### src/rtl/rx_flow_tag_qsel.sv
module rx_flow_tag_qsel #(
  parameter int SIZE_W      = 16,
  parameter int QNUM_W      = 12,
  parameter bit SIZE_SEL_EN = 1'b1
) (
  input  logic                clk,
  input  logic                rst_n,
  input  logic                cfg_we,
  input  logic [31:0]         cfg_wdata,
  output logic [31:0]         cfg_rdata,
  output logic                cfg_err,
  input  logic [31:0]         tag_const,
  input  logic [3*SIZE_W-1:0] thr_flat,
  input  logic [4*QNUM_W-1:0] fdq_flat,
  input  logic                sop,
  input  logic [SIZE_W-1:0]   pkt_size,
  input  logic [7:0]          flow_id,
  input  logic [15:0]         be_src_tag,
  input  logic [15:0]         be_dst_tag,
  input  logic [31:0]         desc_tag_in,
  output logic                out_valid,
  output logic [31:0]         out_tag,
  output logic [1:0]          out_qidx,
  output logic [QNUM_W-1:0]   out_qnum
);

  localparam logic [31:0] CFG_MASK = SIZE_SEL_EN ? 32'h7777_0007 : 32'h7777_0000;

  logic [31:0] cfg_q;
  logic [2:0]  en;
  logic [1:0]  nthr;
  logic [1:0]  idx;
  logic [31:0] tag_d;
  logic        wr_bad;

  assign cfg_rdata = cfg_q;
  assign en        = cfg_q[2:0];
  assign nthr      = !en[0] ? 2'd0 : !en[1] ? 2'd1 : !en[2] ? 2'd2 : 2'd3;
  assign wr_bad    = SIZE_SEL_EN &&
                     ((cfg_wdata[1] && !cfg_wdata[0]) ||
                      (cfg_wdata[2] && !(cfg_wdata[1] && cfg_wdata[0])));

  function automatic logic [7:0] pick(input logic [2:0] sel, input logic [7:0] keep,
                                      input logic [7:0] k, input logic [7:0] fid,
                                      input logic [7:0] a, input logic [7:0] b);
    case (sel)
      3'd1:    pick = k;
      3'd2:    pick = fid;
      3'd4:    pick = a;
      3'd5:    pick = b;
      default: pick = keep;
    endcase
  endfunction

  assign tag_d[31:24] = pick(cfg_q[30:28], desc_tag_in[31:24], tag_const[31:24], flow_id,
                             be_src_tag[15:8], desc_tag_in[31:24]);
  assign tag_d[23:16] = pick(cfg_q[26:24], desc_tag_in[23:16], tag_const[23:16], flow_id,
                             be_src_tag[7:0], desc_tag_in[23:16]);
  assign tag_d[15:8]  = pick(cfg_q[22:20], desc_tag_in[15:8], tag_const[15:8], flow_id,
                             be_dst_tag[7:0], be_dst_tag[15:8]);
  assign tag_d[7:0]   = pick(cfg_q[18:16], desc_tag_in[7:0], tag_const[7:0], flow_id,
                             be_dst_tag[7:0], be_dst_tag[15:8]);

  always_comb begin
    idx = nthr;
    for (int i = 2; i >= 0; i--)
      if (2'(i) < nthr && pkt_size <= thr_flat[i*SIZE_W +: SIZE_W]) idx = 2'(i);
  end

  always_ff @(posedge clk or negedge rst_n) begin
    if (!rst_n) begin
      cfg_q     <= '0;
      cfg_err   <= 1'b0;
      out_valid <= 1'b0;
      out_tag   <= '0;
      out_qidx  <= '0;
      out_qnum  <= '0;
    end else begin
      out_valid <= sop;
      if (sop) begin
        out_tag  <= tag_d;
        out_qidx <= idx;
        out_qnum <= fdq_flat[idx*QNUM_W +: QNUM_W];
      end
      if (cfg_we) begin
        cfg_q <= cfg_wdata & CFG_MASK;
        if (wr_bad) cfg_err <= 1'b1;
      end
    end
  end

  a_r1_valid_after_sop: assert property (@(posedge clk) disable iff (!rst_n)
    sop |=> out_valid);
  a_r1_no_stray_valid: assert property (@(posedge clk) disable iff (!rst_n)
    !sop |=> !out_valid);
  a_r2_src_hi_keep: assert property (@(posedge clk) disable iff (!rst_n)
    (sop && cfg_q[30:28] == 3'd0) |=> out_tag[31:24] == $past(desc_tag_in[31:24]));
  a_r4_dst_lo_reserved: assert property (@(posedge clk) disable iff (!rst_n)
    (sop && (cfg_q[18:16] == 3'd3 || cfg_q[18:16] >= 3'd6)) |=> out_tag[7:0] == $past(desc_tag_in[7:0]));
  a_r5_qidx_bound: assert property (@(posedge clk) disable iff (!rst_n)
    sop |=> out_qidx <= $past(nthr));
  a_r7_err_sticky: assert property (@(posedge clk) disable iff (!rst_n)
    cfg_err |=> cfg_err);
  a_r8_readback: assert property (@(posedge clk) disable iff (!rst_n)
    cfg_we |=> cfg_rdata == ($past(cfg_wdata) & CFG_MASK));

  generate
    if (!SIZE_SEL_EN) begin : g_nosz
      a_r9_no_size_sel: assert property (@(posedge clk) disable iff (!rst_n)
        cfg_rdata[2:0] == 3'd0 && !cfg_err && (out_valid -> out_qidx == 2'd0));
    end
  endgenerate

endmodule

### config.mk
export PLATFORM = sky130hd
export DESIGN_NAME = rx_flow_tag_qsel
export DESIGN_NICKNAME = d
export VERILOG_FILES = /design/src/rtl/rx_flow_tag_qsel.sv
export SDC_FILE = /design/constraint.sdc
export NUM_CORES = 1
export LEC_CHECK = 0
export BUFFER_PORTS_ARGS = -buffer_cell sky130_fd_sc_hd__buf_2
export CAP_MARGIN = 20
export CORE_UTILIZATION = 33
export CTS_BUF_LIST = sky130_fd_sc_hd__clkbuf_4 sky130_fd_sc_hd__clkbuf_8
export DETAILED_ROUTE_END_ITERATION = 8
export PLACE_DENSITY = 0.78
export SYNTH_ARGS = -nofsm -noshare
export SYNTH_HDL_FRONTEND = slang
export SYNTH_SLANG_ARGS = --single-unit
### constraint.sdc
create_clock -name clk -period 1.8 [get_ports clk]
set_clock_uncertainty 0.2 [all_clocks]
set_input_delay 0.09 -clock clk [delete_from_list [all_inputs] [get_ports clk]]
set_output_delay 0.09 -clock clk [all_outputs]
set_load 0.05 [all_outputs]
==> results_dict.tcl <==
set metrics [dict create \
    outcome "finished with violations" \
    violations "negative setup slack" \
    ys_ff_latch 63 \
    worstSkewPairLatency_ps 350 \
    async_flop_share_pct 100.0 \
    synth_cell_types 48 \
    rsz0062_at_grt "true" \
    synth-main-ff-cell "dfrtp_1" \
    max_stage_delay_ps 590 \
    multi_input_area_um2 4055 \
    drv_slew 0 \
    cts_root_buffer "clkbuf_8" \
    end_kind "flop" \
    drc_errors 0 \
    die_height_um 127.9 \
    synthTopCellsByCount "75 x nor2_1, 63 x dfrtp_1, 61 x a21oi_1" \
    vdd_drop_max_mv 0.4370 \
    setup_viol 16 \
    antenna_left 0 \
    power_density_nw_per_um2 691.9 \
    post-dp-hpwl_um 15770 \
    period_needed_ps 2202 \
    num_rows 45 \
    dr.first_iter.drc_count 616 \
    critical_path.max_fanout 5 \
    gp_congestion 0.9357 \
    period_share_pct 122.3 \
    yosys.area.top_type "dfrtp_1" \
    grt_pass1_vias 7269 \
    h-tree-depth 3 \
    synth_warnings 0 \
    first_pass_iters 6 \
    grt-ovfl-total 0 \
    die_w_um 127.9 \
    grt_pass1_wl_um 36920 \
    post_drt_wl_per_cell_um 20.69 \
    drv_cap 0 \
    yosysSeqAreaShare_pct 30.13 \
    num_vias 7400 \
    max_freq_mhz 454.2 \
    die_area_um2 16360 \
    place_ws_ps -854.6 \
    area_delta_synth_final_pct 87.95 \
    yosys.cell_count.top_type "nor2_1" \
    fp.coreArea_um2 15310 \
    path_cells "buf_2, ha_4, nor2b_1, o211ai_1, a2111oi_4, o31ai_4, clkbuf_16, mux2i_4, o221ai_2" \
    arrival_ps 2220 \
    cts_buffer_depth 2 \
    antenna_found_initial 4 \
    drive_above_1_share_pct 49.44 \
    tns_ps -5009 \
    tightest_slew_ps 639.2 \
    cp_top_family "compound AO/OA/AOI/OAI gates" \
    start_util_pct 34.17 \
    crit_required_ps 1820 \
    slowest_stage "o31ai_4" \
    io-pin-count 332 \
    synth_top_area_share_pct 30.13 \
    numCtsBuffers 9 \
    synth_area_leaders "dfrtp_1 30%, ha_1 11%, a21oi_1 5.8%" \
    syn_inst 613 \
    hold_viol_final 0 \
    seqCellArea_um2 1589 \
    synthesis.area_um2 5233 \
    port_buffers 297 \
    grt_util_all_layers_pct 29.40 \
    start_kind "input pin" \
    synth_edf_count 0 \
    cts_tree "yes" \
    worstSetupPathType "in -> reg" \
    path_buf_inv 2 \
    setup_ws_ps -401.7 \
    maxSlewHeadroom_pct 57.38 \
    syn_area_per_cell_um2 8.536 \
    fillers 1135 \
    clock_sinks 63 \
    drt_wl_total_um 26810 \
    nets 1375 \
    p_leak_nw 4.528 \
    viasPerCell 5.710 \
    grt_max_degree 64 \
    hp-class "in -> reg" \
    path_clk_slew_ps 80 \
]
cell usage in the layout (no fill, tap or decap), drive strengths merged, types with 5 or more instances in the layout:
| master | Yosys | layout |
|---|---|---|
| a211oi | 13 | 13 |
| a21o | 10 | 10 |
| a21oi | 61 | 61 |
| a221oi | 16 | 16 |
| a22oi | 29 | 29 |
| a311oi | 19 | 19 |
| a31oi | 9 | 9 |
| buf | 22 | 374 |
| clkbuf | 34 | 10 |
| conb | 1 | 17 |
| dfrtp | 63 | 63 |
| diode | 0 | 5 |
| dlygate4sd3 | 0 | 115 |
| ha | 48 | 48 |
| inv | 49 | 50 |
| mux2 | 16 | 16 |
| mux2i | 13 | 13 |
| mux4 | 7 | 7 |
| nand2 | 33 | 33 |
| nand4 | 8 | 8 |
| nor2 | 75 | 75 |
| nor2b | 11 | 11 |
| o21ai | 27 | 27 |
| o221ai | 12 | 12 |
registers in the layout, summed over array words and instances (netlist names):
name       flops
cfg_rdata     15
out_valid      1
out_tag       32
out_qidx       2
cfg_err        1
out_qnum      12
power by group:
part | switching [mW] | internal (mW)
clock network | 0.635 | 0.925
logic | 2.07 | 1.35
registers | 0.195 | 1.63
total | 2.90 | 3.90
final timing paths:
path,startpoint,to,slack [ps],cells after the start
max in group asynchronous,rst_n,cfg_rdata[18],990,3
setup reg to reg,cfg_rdata[16],out_tag[3],-40,4
min in group asynchronous,rst_n,out_tag[28],80,3
setup / recovery,pkt_size[1],out_qnum[5],-400,9
hold reg to reg,cfg_err,cfg_err,260,1
hold / removal,fdq_flat[0],out_qnum[0],40,5
timing repair:
item	4_1_cts	5_1_grt
hold buffers	115	0
setup buffers	4	15
pin swaps	22	23
gates resized for setup	69	84
hold endpoints to repair	123	0
cloned	1	1
endpoints found under the setup margin	15	41
tightest hold or removal path, cell delays in order:
cell	delay [ps]
buf_2	110
a21oi_1	110
a311oi_1	60
o21ai_1	90
o221ai_2	90
cells by family (layout without fill, tap and decap cells):
group / count (synthesis) / in the layout / share of synthesized area, %
other: 1 / 22 / 0.07167
adder cells (fa/ha/maj): 48 / 48 / 11.48
buffers and inverters: 105 / 555 / 8.967
XOR/XNOR: 2 / 2 / 0.3348
AO/OA/AOI/OAI: 214 / 214 / 27.59
flip-flops: 63 / 63 / 30.13
multiplexers: 36 / 36 / 8.943
AND/OR/NAND/NOR: 144 / 145 / 12.48
metal layers:
metal  share of wire, %  up-vias  global-route usage, %  wire (µm)
met4                8.8        0                  22.63       2356
met5                  0        -                      0          0
met1                 34     3421                  32.42       9070
met3                8.5      213                  6.511       2285
li1                   -     3188                      -          -
met2                 49      578                  49.39      13100
area by class of cell:
type	count	area share, %
tap	211	2.684
clock inverter	7	1.221
inverter	49	2.048
clock buffer	9	1.260
timing repair buffer	490	35.27
antenna	5	0.1272
multi-input combinational	462	41.23
sequential	63	16.16
through the flow:
step,cell area [µm²],total power [mW],util [%],instances,hold WS (ps)
floorplan,5519,3.576,-,629,-405.6
global placement,7457,4.460,48.69,1141,-68.45
detailed placement,7457,4.515,48.69,1141,-59.26
CTS,9239,6.382,60.33,1277,2.053
global route,9832,7.090,64.20,1295,48.52
finish,9834,6.804,64.22,1296,43.35
Power figures use the tool's default switching activity.
